`src/rtl/pp_pkg.sv`:
```
package pp_pkg;
  localparam logic [3:0] OFS_STAT = 4'hB;
  localparam logic [3:0] OFS_DATA = 4'hC;
  localparam logic [3:0] OFS_STRB = 4'hD;

  typedef enum logic [1:0] {SG_IDLE, SG_SETUP, SG_PULSE} sg_state_e;

  // status byte layout: bit0 busy, bit1 ack asserted, bit2 strobe sequence running
  function automatic logic [7:0] pack_status(input logic busy, input logic ack, input logic run);
    return {5'b00000, run, ack, busy};
  endfunction

  // one acknowledge event: synchronized active-low line went from 1 to 0
  function automatic logic fell_edge(input logic prev, input logic now);
    return prev & ~now;
  endfunction
endpackage

```
`src/rtl/pp_in_sync.sv`:
```
module pp_in_sync #(
  parameter logic INIT = 1'b0
) (
  input  logic clk,
  input  logic rst_n,
  input  logic d,
  output logic q
);
  logic s1, s2;
  always_ff @(posedge clk or negedge rst_n) begin
    if (!rst_n) begin
      s1 <= INIT;
      s2 <= INIT;
    end else begin
      s1 <= d;
      s2 <= s1;
    end
  end
  assign q = s2;
endmodule

```
`src/rtl/pp_strobe_gen.sv`:
```
module pp_strobe_gen #(
  parameter int STROBE_CLKS = 50
) (
  input  logic clk,
  input  logic rst_n,
  input  logic start,
  output logic strobe_n,
  output logic running
);
  import pp_pkg::*;
  localparam int CW = $clog2(STROBE_CLKS + 1);
  localparam logic [CW-1:0] LAST = CW'(STROBE_CLKS - 1);

  sg_state_e st;
  logic [CW-1:0] cnt;

  always_ff @(posedge clk or negedge rst_n) begin
    if (!rst_n) begin
      st  <= SG_IDLE;
      cnt <= '0;
    end else begin
      case (st)
        SG_IDLE:  if (start) st <= SG_SETUP;
        SG_SETUP: begin
          st  <= SG_PULSE;
          cnt <= LAST;
        end
        SG_PULSE: begin
          if (cnt == '0) st <= SG_IDLE;
          else cnt <= cnt - 1'b1;
        end
        default:  st <= SG_IDLE;
      endcase
    end
  end

  assign strobe_n = (st != SG_PULSE);
  assign running  = (st != SG_IDLE);
endmodule

```
`src/rtl/pp_pulse_stretch.sv`:
```
module pp_pulse_stretch #(
  parameter int LED_CLKS = 2_500_000
) (
  input  logic clk,
  input  logic rst_n,
  input  logic trig,
  output logic lit
);
  localparam int CW = $clog2(LED_CLKS + 1);
  localparam logic [CW-1:0] FULL = CW'(LED_CLKS);
  logic [CW-1:0] cnt;

  always_ff @(posedge clk or negedge rst_n) begin
    if (!rst_n)          cnt <= '0;
    else if (trig)       cnt <= FULL;
    else if (cnt != '0)  cnt <= cnt - 1'b1;
  end
  assign lit = (cnt != '0);
endmodule

```
`src/rtl/pp_printer_port.sv`:
```
module pp_printer_port #(
  parameter int STROBE_CLKS = 50,
  parameter int LED_CLKS    = 2_500_000
) (
  input  logic       clk,
  input  logic       rst_n,
  input  logic [3:0] host_addr,
  input  logic       host_we,
  input  logic [7:0] host_wdata,
  output logic [7:0] host_rdata,
  output logic [7:0] pr_data,
  output logic       pr_strobe_n,
  input  logic       pr_busy,
  input  logic       pr_ack_n,
  output logic       ack_led
);
  import pp_pkg::*;

  logic busy_s, ackn_s, ackn_prev;
  logic ack_evt, strb_running, wr_data, wr_strb;
  logic [7:0] data_q;

  pp_in_sync #(.INIT(1'b0)) u_busy (.clk(clk), .rst_n(rst_n), .d(pr_busy),  .q(busy_s));
  pp_in_sync #(.INIT(1'b1)) u_ack  (.clk(clk), .rst_n(rst_n), .d(pr_ack_n), .q(ackn_s));

  always_ff @(posedge clk or negedge rst_n) begin
    if (!rst_n) ackn_prev <= 1'b1;
    else        ackn_prev <= ackn_s;
  end
  assign ack_evt = fell_edge(ackn_prev, ackn_s);

  assign wr_data = host_we && (host_addr == OFS_DATA) && !strb_running;
  assign wr_strb = host_we && (host_addr == OFS_STRB);

  always_ff @(posedge clk or negedge rst_n) begin
    if (!rst_n)       data_q <= '0;
    else if (wr_data) data_q <= host_wdata;
    else if (ack_evt) data_q <= '0;
  end
  assign pr_data = data_q;

  pp_strobe_gen #(.STROBE_CLKS(STROBE_CLKS)) u_strb (
    .clk(clk), .rst_n(rst_n), .start(wr_strb),
    .strobe_n(pr_strobe_n), .running(strb_running)
  );

  pp_pulse_stretch #(.LED_CLKS(LED_CLKS)) u_led (
    .clk(clk), .rst_n(rst_n), .trig(ack_evt), .lit(ack_led)
  );

  assign host_rdata = (host_addr == OFS_STAT) ? pack_status(busy_s, ~ackn_s, strb_running) : 8'h00;
endmodule

```
`config.mk`:
```
export PLATFORM = sky130hd
export DESIGN_NAME = pp_printer_port
export DESIGN_NICKNAME = d
export VERILOG_FILES = /design/src/rtl/pp_pkg.sv /design/src/rtl/pp_in_sync.sv /design/src/rtl/pp_strobe_gen.sv /design/src/rtl/pp_pulse_stretch.sv /design/src/rtl/pp_printer_port.sv
export SDC_FILE = /design/constraint.sdc
export NUM_CORES = 1
export LEC_CHECK = 0
export ABC_AREA = 1
export BUFFER_PORTS_ARGS = -buffer_cell sky130_fd_sc_hd__clkbuf_2
export CORE_UTILIZATION = 30
export CTS_BUF_LIST = sky130_fd_sc_hd__clkbuf_16
export CTS_CLUSTER_SIZE = 8
export DETAILED_ROUTE_END_ITERATION = 8
export GPL_ROUTABILITY_DRIVEN = 0
export HOLD_SLACK_MARGIN = 0.03
export PLACE_DENSITY = 0.59
export SLEW_MARGIN = 20
export SYNTH_ARGS = -nofsm -noshare
export SYNTH_HDL_FRONTEND = slang
export SYNTH_SLANG_ARGS = --single-unit
```
`constraint.sdc`:
```
create_clock -name clk -period 1.7 [get_ports clk]
set_input_delay 0.17 -clock clk [delete_from_list [all_inputs] [get_ports clk]]
set_output_delay 0.17 -clock clk [all_outputs]
set_load 0.03 [all_outputs]
```
==> results of run 1 <==
## area by class of cell
type                       count  share of cell area [%]
tap                          102                   4.395
inverter                      43                   5.558
timing repair buffer          38                   7.669
sequential                    43                   37.18
clock inverter                 3                   1.508
clock buffer                   5                   4.308
multi-input combinational    211                   39.38
## synth_stat cells, drive strengths merged
master,count
nor2,61
o22ai,1
dfstp,3
inv,43
buf,7
ha,3
nand3,37
dfrtp,40
nand2,49
or2,4
nand3b,1
nor3,6
a21o,3
nand4,8
xor2,4
a21oi,7
o21ai,21
conb,1
and3,1
clkbuf,1
## worst max-delay path, cell delays in order (launching register included)
cell and delay (ps):
sky130_fd_sc_hd__dfrtp_1 410, sky130_fd_sc_hd__inv_2 80, sky130_fd_sc_hd__ha_4 170, sky130_fd_sc_hd__nand2_4 90, sky130_fd_sc_hd__nor2_2 130, sky130_fd_sc_hd__nand3_2 110, sky130_fd_sc_hd__buf_4 180
## cells by family after synthesis
| group | after synthesis | synth area share (%) |
|---|---|---|
| compound gates | 32 | 7.222 |
| fa+ha+maj | 3 | 1.570 |
| other cells | 1 | 0.1568 |
| simple gates | 167 | 35.53 |
| flops | 43 | 45.16 |
| xor+xnor | 4 | 1.465 |
| buf+inv | 51 | 8.896 |
## repair_timing
action / 4_1_cts / 5_1_grt
resized for setup: 5 / 6
hold endpoints to repair: 42 / 0
buffers inserted: 1 / 0
endpoints found under the setup margin: 1 / 1
pin swaps: 1 / 1
hold buffers: 3 / 0
## power by group
group | switching [uW] | leakage [uW] | total, uW | internal (uW)
clock | 408 | 0.0000838 | 1100 | 693
combinational | 601 | 0.000802 | 934 | 333
sequential | 155 | 0.000525 | 1350 | 1200
## how the worst max path moves through the flow
stage,from,cells past startpoint,endpoint
floorplan,u_led.cnt[0],7,u_led.cnt[1]
global placement,u_led.cnt[0],9,u_led.cnt[9]
detailed placement,u_led.cnt[0],8,u_led.cnt[0]
CTS,u_led.cnt[6],5,ack_led
global route,u_led.cnt[8],5,ack_led
finish,u_led.cnt[1],6,ack_led
## flip-flops by register name, summed over array words and instances (netlist names)
register    count
u_led.cnt      22
u_ack.s1        1
u_ack.q         1
pr_data         8
u_strb.st       2
u_busy.q        1
u_strb.cnt      6
u_busy.s1       1
ackn_prev       1
## through the flow
step | TNS, ps | area [sq um] | worst slack, ps | hold slack (ps) | total power [uW]
finish | 0 | 2904 | 68.63 | 74.29 | 3387
floorplan | 0 | 2406 | 129.9 | -125.6 | 2032
global route | -0.2888 | 2904 | -0.2888 | 91.15 | 3590
detailed placement | 0 | 2665 | 136.5 | 258.9 | 2265
global placement | 0 | 2665 | 174.3 | 261.1 | 2244
CTS | 0 | 2889 | 17.98 | 71.14 | 3407
## layer usage
metal | part of all wire (%) | vias up
met3 | 3.2 | 3
met2 | 47 | 38
met4 | 0.37 | 0
met1 | 50 | 884
met5 | 0 | -
li1 | - | 1034
==> impl_metrics.sql, run 1 <==
INSERT INTO impl_metrics (metric_group, metric, value, unit) VALUES
('outcome', 'status', 'finished, final reports clean', ''),
('flow_run', 'max_capacitance_violation_count', '0', ''),
('place', 'placed_cells_incl_taps', '433', ''),
('final_layout', 'register_area', '1080', 'sq um'),
('min_path', 'timing.hold.worst.start', 'host_addr[1]', ''),
('cts', 'cts.htree.levels', '2', ''),
('sta', 'fin_skew', '7.206', 'ps'),
('setup_path', 'worst_setup_path_end_kind', 'output port', ''),
('setup_path', 'critical_path.reg2reg.endpoint', 'u_led.cnt[0]', ''),
('power_and_ir_drop', 'vdd_drop_max', '0.0004206', 'V'),
('min_path', 'hold_depth', '2', ''),
('die', 'die-height', '91.28', 'um'),
('global_routing', 'globalRouteOverflowTotal', '0', ''),
('final_layout', 'post_layout_nonfiller_instances', '445', ''),
('cts', 'cts_buffer_depth', '2', ''),
('final_layout', 'area_growth_syn_to_layout', '21.45', '%'),
('final_layout', 'nNetsFinal', '362', ''),
('detailed_routing', 'drtPass1Iterations', '4', ''),
('logic_synthesis', 'yosys.area.top_type', 'sky130_fd_sc_hd__dfrtp_1', ''),
('logic_synthesis', 'postSynthRegisterBits', '43', ''),
('sta', 'max_clock_freq', '613.0', 'MHz'),
('global_routing', 'grtUsageMet1', '16.54', '%'),
('logic_synthesis', 'proportion_of_synthesized_chip_area_in_sequential_cells', '45.16', '%'),
('detailed_routing', 'number_of_vias_in_the_routed_layout', '1959', ''),
('global_routing', 'grt_pass1_vias', '1896', ''),
('logic_synthesis', 'post_synth.cell_area_avg', '7.944', 'sq um'),
('die', 'die_x', '91.28', 'um'),
('sta', 'hold_viol_final', '0', ''),
('setup_path', 'cp_data_required_time', '1530', 'ps'),
('cts', 'cts_buffers', '5', ''),
('sta', 'tightest_slew', '549.3', 'ps'),
('power_and_ir_drop', 'p_leak', '0.001411', 'uW'),
('setup_path', 'start_kind', 'flop', ''),
('cts', 'clkTransAtPathRegs', '70', 'ps'),
('global_routing', 'gr-usage-all-layers', '12.71', '%'),
('global_routing', 'met2_global_route_usage', '21.40', '%'),
('cts', 'clock_tree_from_tritoncts', 'done', ''),
('detailed_routing', 'viasPerCell', '4.402', ''),
('logic_synthesis', 'ys_warn_count', '0', ''),
('detailed_routing', 'post_drt_wl_per_cell', '11.05', 'um'),
('sta', 'report.final.slew_viol_count', '0', ''),
('detailed_routing', 'drt-initial-drc-count', '92', ''),
('setup_path', 'critPathMaxFanout', '6', ''),
('setup_path', 'r2r-start', 'u_led.cnt[18]', ''),
('final_layout', 'post-route-util', '37.58', '%'),
('power_and_ir_drop', 'pwr_density_cell', '1166', 'nW/um^2'),
('die', 'floorplan.initialDensity', '30.94', '%'),
('cts', 'clock-root-buffer', 'sky130_fd_sc_hd__clkbuf_16', ''),
('global_routing', 'grt_met3_usage', '2.764', '%'),
('min_path', 'holdCritPathClass', 'in -> reg', ''),
('setup_path', 'r2r.worst_path.cells', '8', ''),
('global_routing', 'grt_pass1_wl', '8521', 'um'),
('sta', 'timing.final.crit_share', '95.96', '%'),
('die', 'top_level_ports', '35', ''),
('final_layout', 'layout.cells.most_common', 'sky130_fd_sc_hd__nor2_1', ''),
('global_routing', 'antenna_violations_before_repair', '0', ''),
('logic_synthesis', 'synth.lib_cells_used.distinct', '31', ''),
('die', 'core.rowCount', '32', ''),
('global_routing', 'grt_max_degree', '44', ''),
('sta', 'setup_viol', '0', ''),
('place', 'port-buffer-count', '29', ''),
('final_layout', 'num_antenna_cells', '0', ''),
('setup_path', 'path_class', 'reg -> out', ''),
('detailed_routing', 'drc', '0', ''),
('setup_path', 'critical_path_arrival', '1460', 'ps'),
('cts', 'clock_insertion_delay_worst_skew', '290', 'ps'),
('sta', 'final.min_clock_period', '1631', 'ps'),
('logic_synthesis', 'yosys.area.top_type_share', '41.86', '%'),
('detailed_routing', 'route.antenna.remaining_nets', '0', ''),
('final_layout', 'nFillCells', '801', ''),
('place', 'dp_hpwl', '3644', 'um');
(Power assumes the default switching activity.)
==> inputs of run 2 (changes only) <==
Settings changed: PLACE_DENSITY 0.59 to 0.48.
==> run 2 against run 1 <==
Compared with the run above:
- routed wire length up 9.1%
- cell area up 1.6%
- maximum frequency up 0.77%
- clock skew down 3.1 ps
- utilization up 0.60 points
- hold slack worse by 8.0 ps
- critical path depth unchanged
- die area unchanged
- largest cell class unchanged
- total power up 0.55%
==> impl_metrics.sql, run 2 (synthesis gave the netlist of run 1 again) <==
INSERT INTO impl_metrics (metric_group, metric, value, unit) VALUES
('outcome', 'status', 'finished, final reports clean', ''),
('die', 'die-height', '91.28', 'um'),
('global_routing', 'grtUsageMet1', '18.96', '%'),
('power_and_ir_drop', 'p_leak', '0.001435', 'uW'),
('sta', 'timing.final.crit_share', '95.23', '%'),
('power_and_ir_drop', 'vdd_drop_max', '0.0005601', 'V'),
('sta', 'max_clock_freq', '617.7', 'MHz'),
('cts', 'clkSinkCount', '43', ''),
('global_routing', 'antenna_violations_before_repair', '0', ''),
('place', 'dp_hpwl', '3818', 'um'),
('power_and_ir_drop', 'pwr_density_cell', '1154', 'nW/um^2'),
('cts', 'cts.htree.levels', '2', ''),
('sta', 'hold_viol_final', '0', ''),
('die', 'floorplan.die_area', '8331', 'sq um'),
('die', 'die_x', '91.28', 'um'),
('final_layout', 'registers.top_by_ff_count', 'u_led.cnt', ''),
('die', 'core.rowCount', '32', ''),
('detailed_routing', 'drtPass1Iterations', '4', ''),
('global_routing', 'globalRouteOverflowTotal', '0', ''),
('setup_path', 'worst_setup_path_end_kind', 'output port', ''),
('sta', 'total_negative_setup_slack', '0', 'ps'),
('setup_path', 'critPathMaxFanout', '5', ''),
('cts', 'cts_buffers', '5', ''),
('final_layout', 'largest_register_ffs', '22', ''),
('sta', 'tightest_slew', '568.5', 'ps'),
('cts', 'clkTransAtPathRegs', '60', 'ps'),
('detailed_routing', 'route.final.wire_length', '5368', 'um'),
('global_routing', 'grt_met3_usage', '2.848', '%'),
('sta', 'fin_skew', '4.136', 'ps'),
('detailed_routing', 'route.antenna.remaining_nets', '0', ''),
('global_routing', 'top_usage_layer', 'met2', ''),
('detailed_routing', 'drt-initial-drc-count', '47', ''),
('place', 'port-buffer-count', '29', ''),
('die', 'top_level_ports', '35', ''),
('final_layout', 'layout.cells.most_common_list', '43 x sky130_fd_sc_hd__nor2_1, 42 x sky130_fd_sc_hd__nand2_1, 41 x sky130_fd_sc_hd__inv_1, 39 x sky130_fd_sc_hd__dfrtp_1, 34 x sky130_fd_sc_hd__nand3_1', ''),
('final_layout', 'num_antenna_cells', '0', ''),
('global_routing', 'grt_max_degree', '44', ''),
('cts', 'clock_tree_from_tritoncts', 'done', ''),
('sta', 'slew_margin_rel', '62.10', '%'),
('cts', 'cts_buffer_depth', '2', ''),
('min_path', 'holdCritPathClass', 'in -> reg', ''),
('setup_path', 'start_kind', 'flop', ''),
('setup_path', 'cp_data_required_time', '1530', 'ps'),
('setup_path', 'critical_path_arrival', '1450', 'ps'),
('final_layout', 'layout-drive-gt1-share', '25.00', '%'),
('sta', 'final.min_clock_period', '1619', 'ps'),
('cts', 'clock-root-buffer', 'sky130_fd_sc_hd__clkbuf_16', ''),
('detailed_routing', 'number_of_vias_in_the_routed_layout', '1999', ''),
('flow_run', 'max_capacitance_violation_count', '0', ''),
('die', 'fp.coreArea', '7727', 'sq um'),
('final_layout', 'nNetsFinal', '367', ''),
('global_routing', 'gr-usage-all-layers', '13.93', '%'),
('setup_path', 'path_class', 'reg -> out', ''),
('global_routing', 'grt_pass1_wl', '9246', 'um'),
('die', 'floorplan.initialDensity', '30.94', '%'),
('final_layout', 'layout.cells.most_common', 'sky130_fd_sc_hd__nor2_1', ''),
('global_routing', 'grt_pass1_vias', '1969', ''),
('detailed_routing', 'viasPerCell', '4.442', ''),
('detailed_routing', 'post_drt_wl_per_cell', '11.93', 'um'),
('cts', 'clock_insertion_delay_worst_skew', '290', 'ps'),
('place', 'post-place-ws', '89.65', 'ps'),
('global_routing', 'met2_global_route_usage', '22.54', '%'),
('detailed_routing', 'drc', '0', ''),
('sta', 'setup_viol', '0', ''),
('sta', 'final_critical_path_setup_slack', '81.17', 'ps'),
('sta', 'report.final.slew_viol_count', '0', ''),
('final_layout', 'area_growth_syn_to_layout', '23.39', '%');
[run 2: metrics by stage]
stage / instance area (sq um) / util [%] / power (uW) / instances / hold slack (ps)
after global routing: 2950 / 38.18 / 3635 / 450 / 73.36
after global placement: 2665 / 34.49 / 2266 / 433 / 266.9
final: 2950 / 38.18 / 3406 / 450 / 66.30
after floorplan: 2406 / - / 2032 / 305 / -125.6
after detailed placement: 2665 / 34.49 / 2263 / 433 / 269.3
after CTS: 2887 / 37.35 / 3401 / 444 / 60.27
[run 2: timing repair]
action	in CTS	in global routing
gates cloned	0	0
hold buffers	3	0
resized for setup	6	9
setup endpoints to repair	1	1
pin swaps	0	2
endpoints found under the hold margin	42	0
setup buffers	0	6
[run 2: cell type report]
type	count	area, sq um
Sequential cell	43	1081
Timing Repair Buffer	43	260.3
Clock inverter	3	41.29
Fill cell	799	4777
Tap cell	102	127.6
Clock buffer	5	125.1
Multi-Input combinational cell	211	1154
Inverter	43	161.4
[run 2: metal layers]
| layer | wire [um] | part of all wire [%] |
|---|---|---|
| met1 | 2606 | 49 |
| met2 | 2484 | 46 |
| met3 | 247 | 4.6 |
| met4 | 29 | 0.54 |
| met5 | 0 | 0 |
[run 2: final timing paths]
check,startpoint,end,slack [ps],cells past startpoint
hold reg to reg,u_busy.s1,u_busy.q,350,0
setup reg to reg,u_led.cnt[7],u_led.cnt[9],150,9
setup / recovery,u_led.cnt[0],ack_led,80,6
max in group asynchronous,rst_n,u_led.cnt[8],790,3
min in group asynchronous,rst_n,u_led.cnt[10],500,3
hold / removal,host_addr[1],u_strb.st[0],70,2
[run 2: critical path, stage by stage (launching register included)]
cell and delay, ps:
sky130_fd_sc_hd__dfrtp_1 370, sky130_fd_sc_hd__inv_2 100, sky130_fd_sc_hd__ha_4 170, sky130_fd_sc_hd__nand2_4 90, sky130_fd_sc_hd__nor2_2 130, sky130_fd_sc_hd__nand3_2 120, sky130_fd_sc_hd__buf_4 190
[run 2: power by group]
group / switching [uW] / total (uW) / internal [uW] / leakage, uW
Sequential: 144 / 1340 / 1200 / 0.000525
Clock: 411 / 1100 / 688 / 0.0000812
Combinational: 614 / 965 / 351 / 0.000829
Total: 1170 / 3410 / 2240 / 0.00144
==> inputs of run 3 (changes only) <==
Clock period 1.7 ns to 1.5 ns, I/O delays scaled along.
==> run 3 against run 2 <==
Compared with the run above:
- critical endpoint unchanged
- global-route usage is 0.55 points higher
- register-to-register slack worse by 180 ps
- sequential share of layout area shrank 2.8 points
- first-iteration DRC count is 43% higher
- via count grew 2.7%
- highest routed layer unchanged
- the run now ends with setup timing left
==> impl_metrics.sql, run 3 (synthesis gave the netlist of run 1 again) <==
INSERT INTO impl_metrics (metric_group, metric, value, unit) VALUES
('sta', 'max_clock_freq', '647.5', 'MHz'),
('sta', 'hold_viol_final', '0', ''),
('final_layout', 'num_antenna_cells', '0', ''),
('sta', 'total_negative_setup_slack', '-82.37', 'ps'),
('cts', 'clock_tree_from_tritoncts', 'done', ''),
('setup_path', 'worst_setup_path_end_kind', 'output port', ''),
('place', 'port-buffer-count', '29', ''),
('detailed_routing', 'number_of_vias_in_the_routed_layout', '2053', ''),
('global_routing', 'grt_pass1_vias', '2034', ''),
('power_and_ir_drop', 'pwr_density_cell', '1297', 'nW/um^2'),
('die', 'top_level_ports', '35', ''),
('min_path', 'holdCritPathClass', 'in -> reg', ''),
('global_routing', 'gr-usage-all-layers', '14.47', '%'),
('sta', 'fin_skew', '2.891', 'ps'),
('min_path', 'timing.hold.worst.start', 'host_addr[1]', ''),
('sta', 'final_critical_path_setup_slack', '-44.35', 'ps'),
('place', 'placed_area', '2758', 'sq um'),
('setup_path', 'path_class', 'reg -> out', ''),
('global_routing', 'antenna_violations_before_repair', '0', ''),
('cts', 'clkSinkCount', '43', ''),
('setup_path', 'regToRegSetupSlack', '-30', 'ps'),
('cts', 'clock_insertion_delay_worst_skew', '280', 'ps'),
('power_and_ir_drop', 'p_leak', '0.001530', 'uW'),
('setup_path', 'start_kind', 'flop', ''),
('final_layout', 'layout-drive-gt1-share', '31.23', '%'),
('setup_path', 'capturing_element_of_the_worst_setup_path', 'ack_led', ''),
('cts', 'clock-root-buffer', 'sky130_fd_sc_hd__clkbuf_16', ''),
('setup_path', 'critical_path_arrival', '1390', 'ps'),
('final_layout', 'postLayoutCellArea', '3187', 'sq um'),
('detailed_routing', 'post_drt_wl_per_cell', '11.88', 'um'),
('final_layout', 'nNetsFinal', '384', ''),
('die', 'floorplan.die_area', '8331', 'sq um'),
('sta', 'setup_viol', '4', ''),
('detailed_routing', 'route.final.wire_length', '5548', 'um'),
('cts', 'cts_buffers', '5', ''),
('flow_run', 'max_capacitance_violation_count', '0', ''),
('final_layout', 'largest_register_ffs', '22', ''),
('setup_path', 'r2r-start', 'u_led.cnt[2]', ''),
('die', 'die-height', '91.28', 'um'),
('sta', 'final.min_clock_period', '1544', 'ps'),
('setup_path', 'critical_path.reg2reg.endpoint', 'u_led.cnt[0]', ''),
('final_layout', 'area_growth_syn_to_layout', '33.28', '%'),
('final_layout', 'layout.cells.most_common_list', '41 x sky130_fd_sc_hd__nand2_1, 40 x sky130_fd_sc_hd__inv_1, 40 x sky130_fd_sc_hd__dfrtp_1, 36 x sky130_fd_sc_hd__nor2_1, 34 x sky130_fd_sc_hd__nand3_1', ''),
('outcome', 'status', 'finished, violations left', ''),
('setup_path', 'critPathMaxFanout', '4', ''),
('cts', 'cts.htree.levels', '2', ''),
('die', 'die_x', '91.28', 'um'),
('die', 'fp.coreArea', '7727', 'sq um'),
('sta', 'setup_repair_after_global_routing_missed_its_margin', 'yes', ''),
('setup_path', 'cp-startpoint', 'u_led.cnt[11]', ''),
('global_routing', 'grt_max_degree', '44', ''),
('detailed_routing', 'route.antenna.remaining_nets', '0', ''),
('global_routing', 'globalRouteOverflowTotal', '0', ''),
('final_layout', 'post-route-util', '41.24', '%'),
('final_layout', 'layout.cells.most_common', 'sky130_fd_sc_hd__nand2_1', ''),
('final_layout', 'registers.top_by_ff_count', 'u_led.cnt', ''),
('detailed_routing', 'drc', '0', ''),
('setup_path', 'cp_data_required_time', '1350', 'ps'),
('global_routing', 'grt_pass1_wl', '9584', 'um'),
('detailed_routing', 'drt-initial-drc-count', '67', ''),
('place', 'dp_hpwl', '3951', 'um'),
('cts', 'clkTransAtPathRegs', '60', 'ps'),
('cts', 'cts_buffer_depth', '2', ''),
('die', 'core.rowCount', '32', ''),
('outcome', 'violations', 'setup timing', ''),
('die', 'floorplan.initialDensity', '30.94', '%'),
('sta', 'timing.final.crit_share', '103.0', '%'),
('detailed_routing', 'drtPass1Iterations', '4', ''),
('power_and_ir_drop', 'vdd_drop_max', '0.0006226', 'V'),
('sta', 'report.final.slew_viol_count', '0', ''),
('detailed_routing', 'viasPerCell', '4.396', ''),
('setup_path', 'r2r.worst_path.cells', '9', '');
-- run 3: worst max-delay path, cell delays in order (launching register included) --
cell                       delay (ps)
sky130_fd_sc_hd__dfrtp_1          440
sky130_fd_sc_hd__nor2_2           150
sky130_fd_sc_hd__nand2_1          120
sky130_fd_sc_hd__nor2_2           130
sky130_fd_sc_hd__nand3_2          100
sky130_fd_sc_hd__clkbuf_8         180
-- run 3: worst min-delay path by stage --
stage                               to  slack [ps]  depth (start not counted)
after floorplan             pr_data[0]        -150                          0
after global placement    u_led.cnt[2]         160                          2
after detailed placement  u_led.cnt[2]         160                          2
after CTS                 u_strb.st[0]          50                          2
after global routing      u_strb.st[0]          60                          2
final                     u_strb.st[0]          50                          2
-- run 3: timing repair --
item | in CTS | in global routing
pin swaps | 14 | 8
buffers inserted | 12 | 1
endpoints found under the setup margin | 3 | 20
hold endpoints to repair | 42 | 0
gates cloned | 0 | 0
hold buffers | 3 | 0
resized for setup | 15 | 17
-- run 3: cell type report --
class	instances	area, sq um
fillers	818	4541
multi-input cells	211	1207
flip-flops and latches	43	1080
repair buffers	60	442.9
inverters	43	161.4
well taps	102	127.6
clock buffers	5	125.1
clock inverters	3	42.54
-- run 3: through the flow --
step	hold slack, ps	setup slack (ps)	power (uW)	instances
after global routing	60.38	-129.2	4394	467
after global placement	155.1	29.36	2653	443
after CTS	49.17	-31.18	4097	466
final	54.53	-44.35	4133	467
after floorplan	-145.6	35.06	2303	305
after detailed placement	155.1	6.828	2656	443
-- run 3: where the power goes --
part           switching, uW  internal [uW]  leakage, uW
clock network            462            786    0.0000818
logic                    785            581     0.000923
registers                163           1360     0.000525
total                   1410           2720      0.00153
-- run 3: layer usage --
| layer | global-route usage, % | vias to the layer above | share of wire (%) |
|---|---|---|---|
| met4 | 5.291 | 0 | 0.87 |
| li1 | - | 1081 | - |
| met5 | 0 | - | 0 |
| met3 | 2.513 | 6 | 4.3 |
| met2 | 22.66 | 48 | 46 |
| met1 | 19.99 | 918 | 49 |
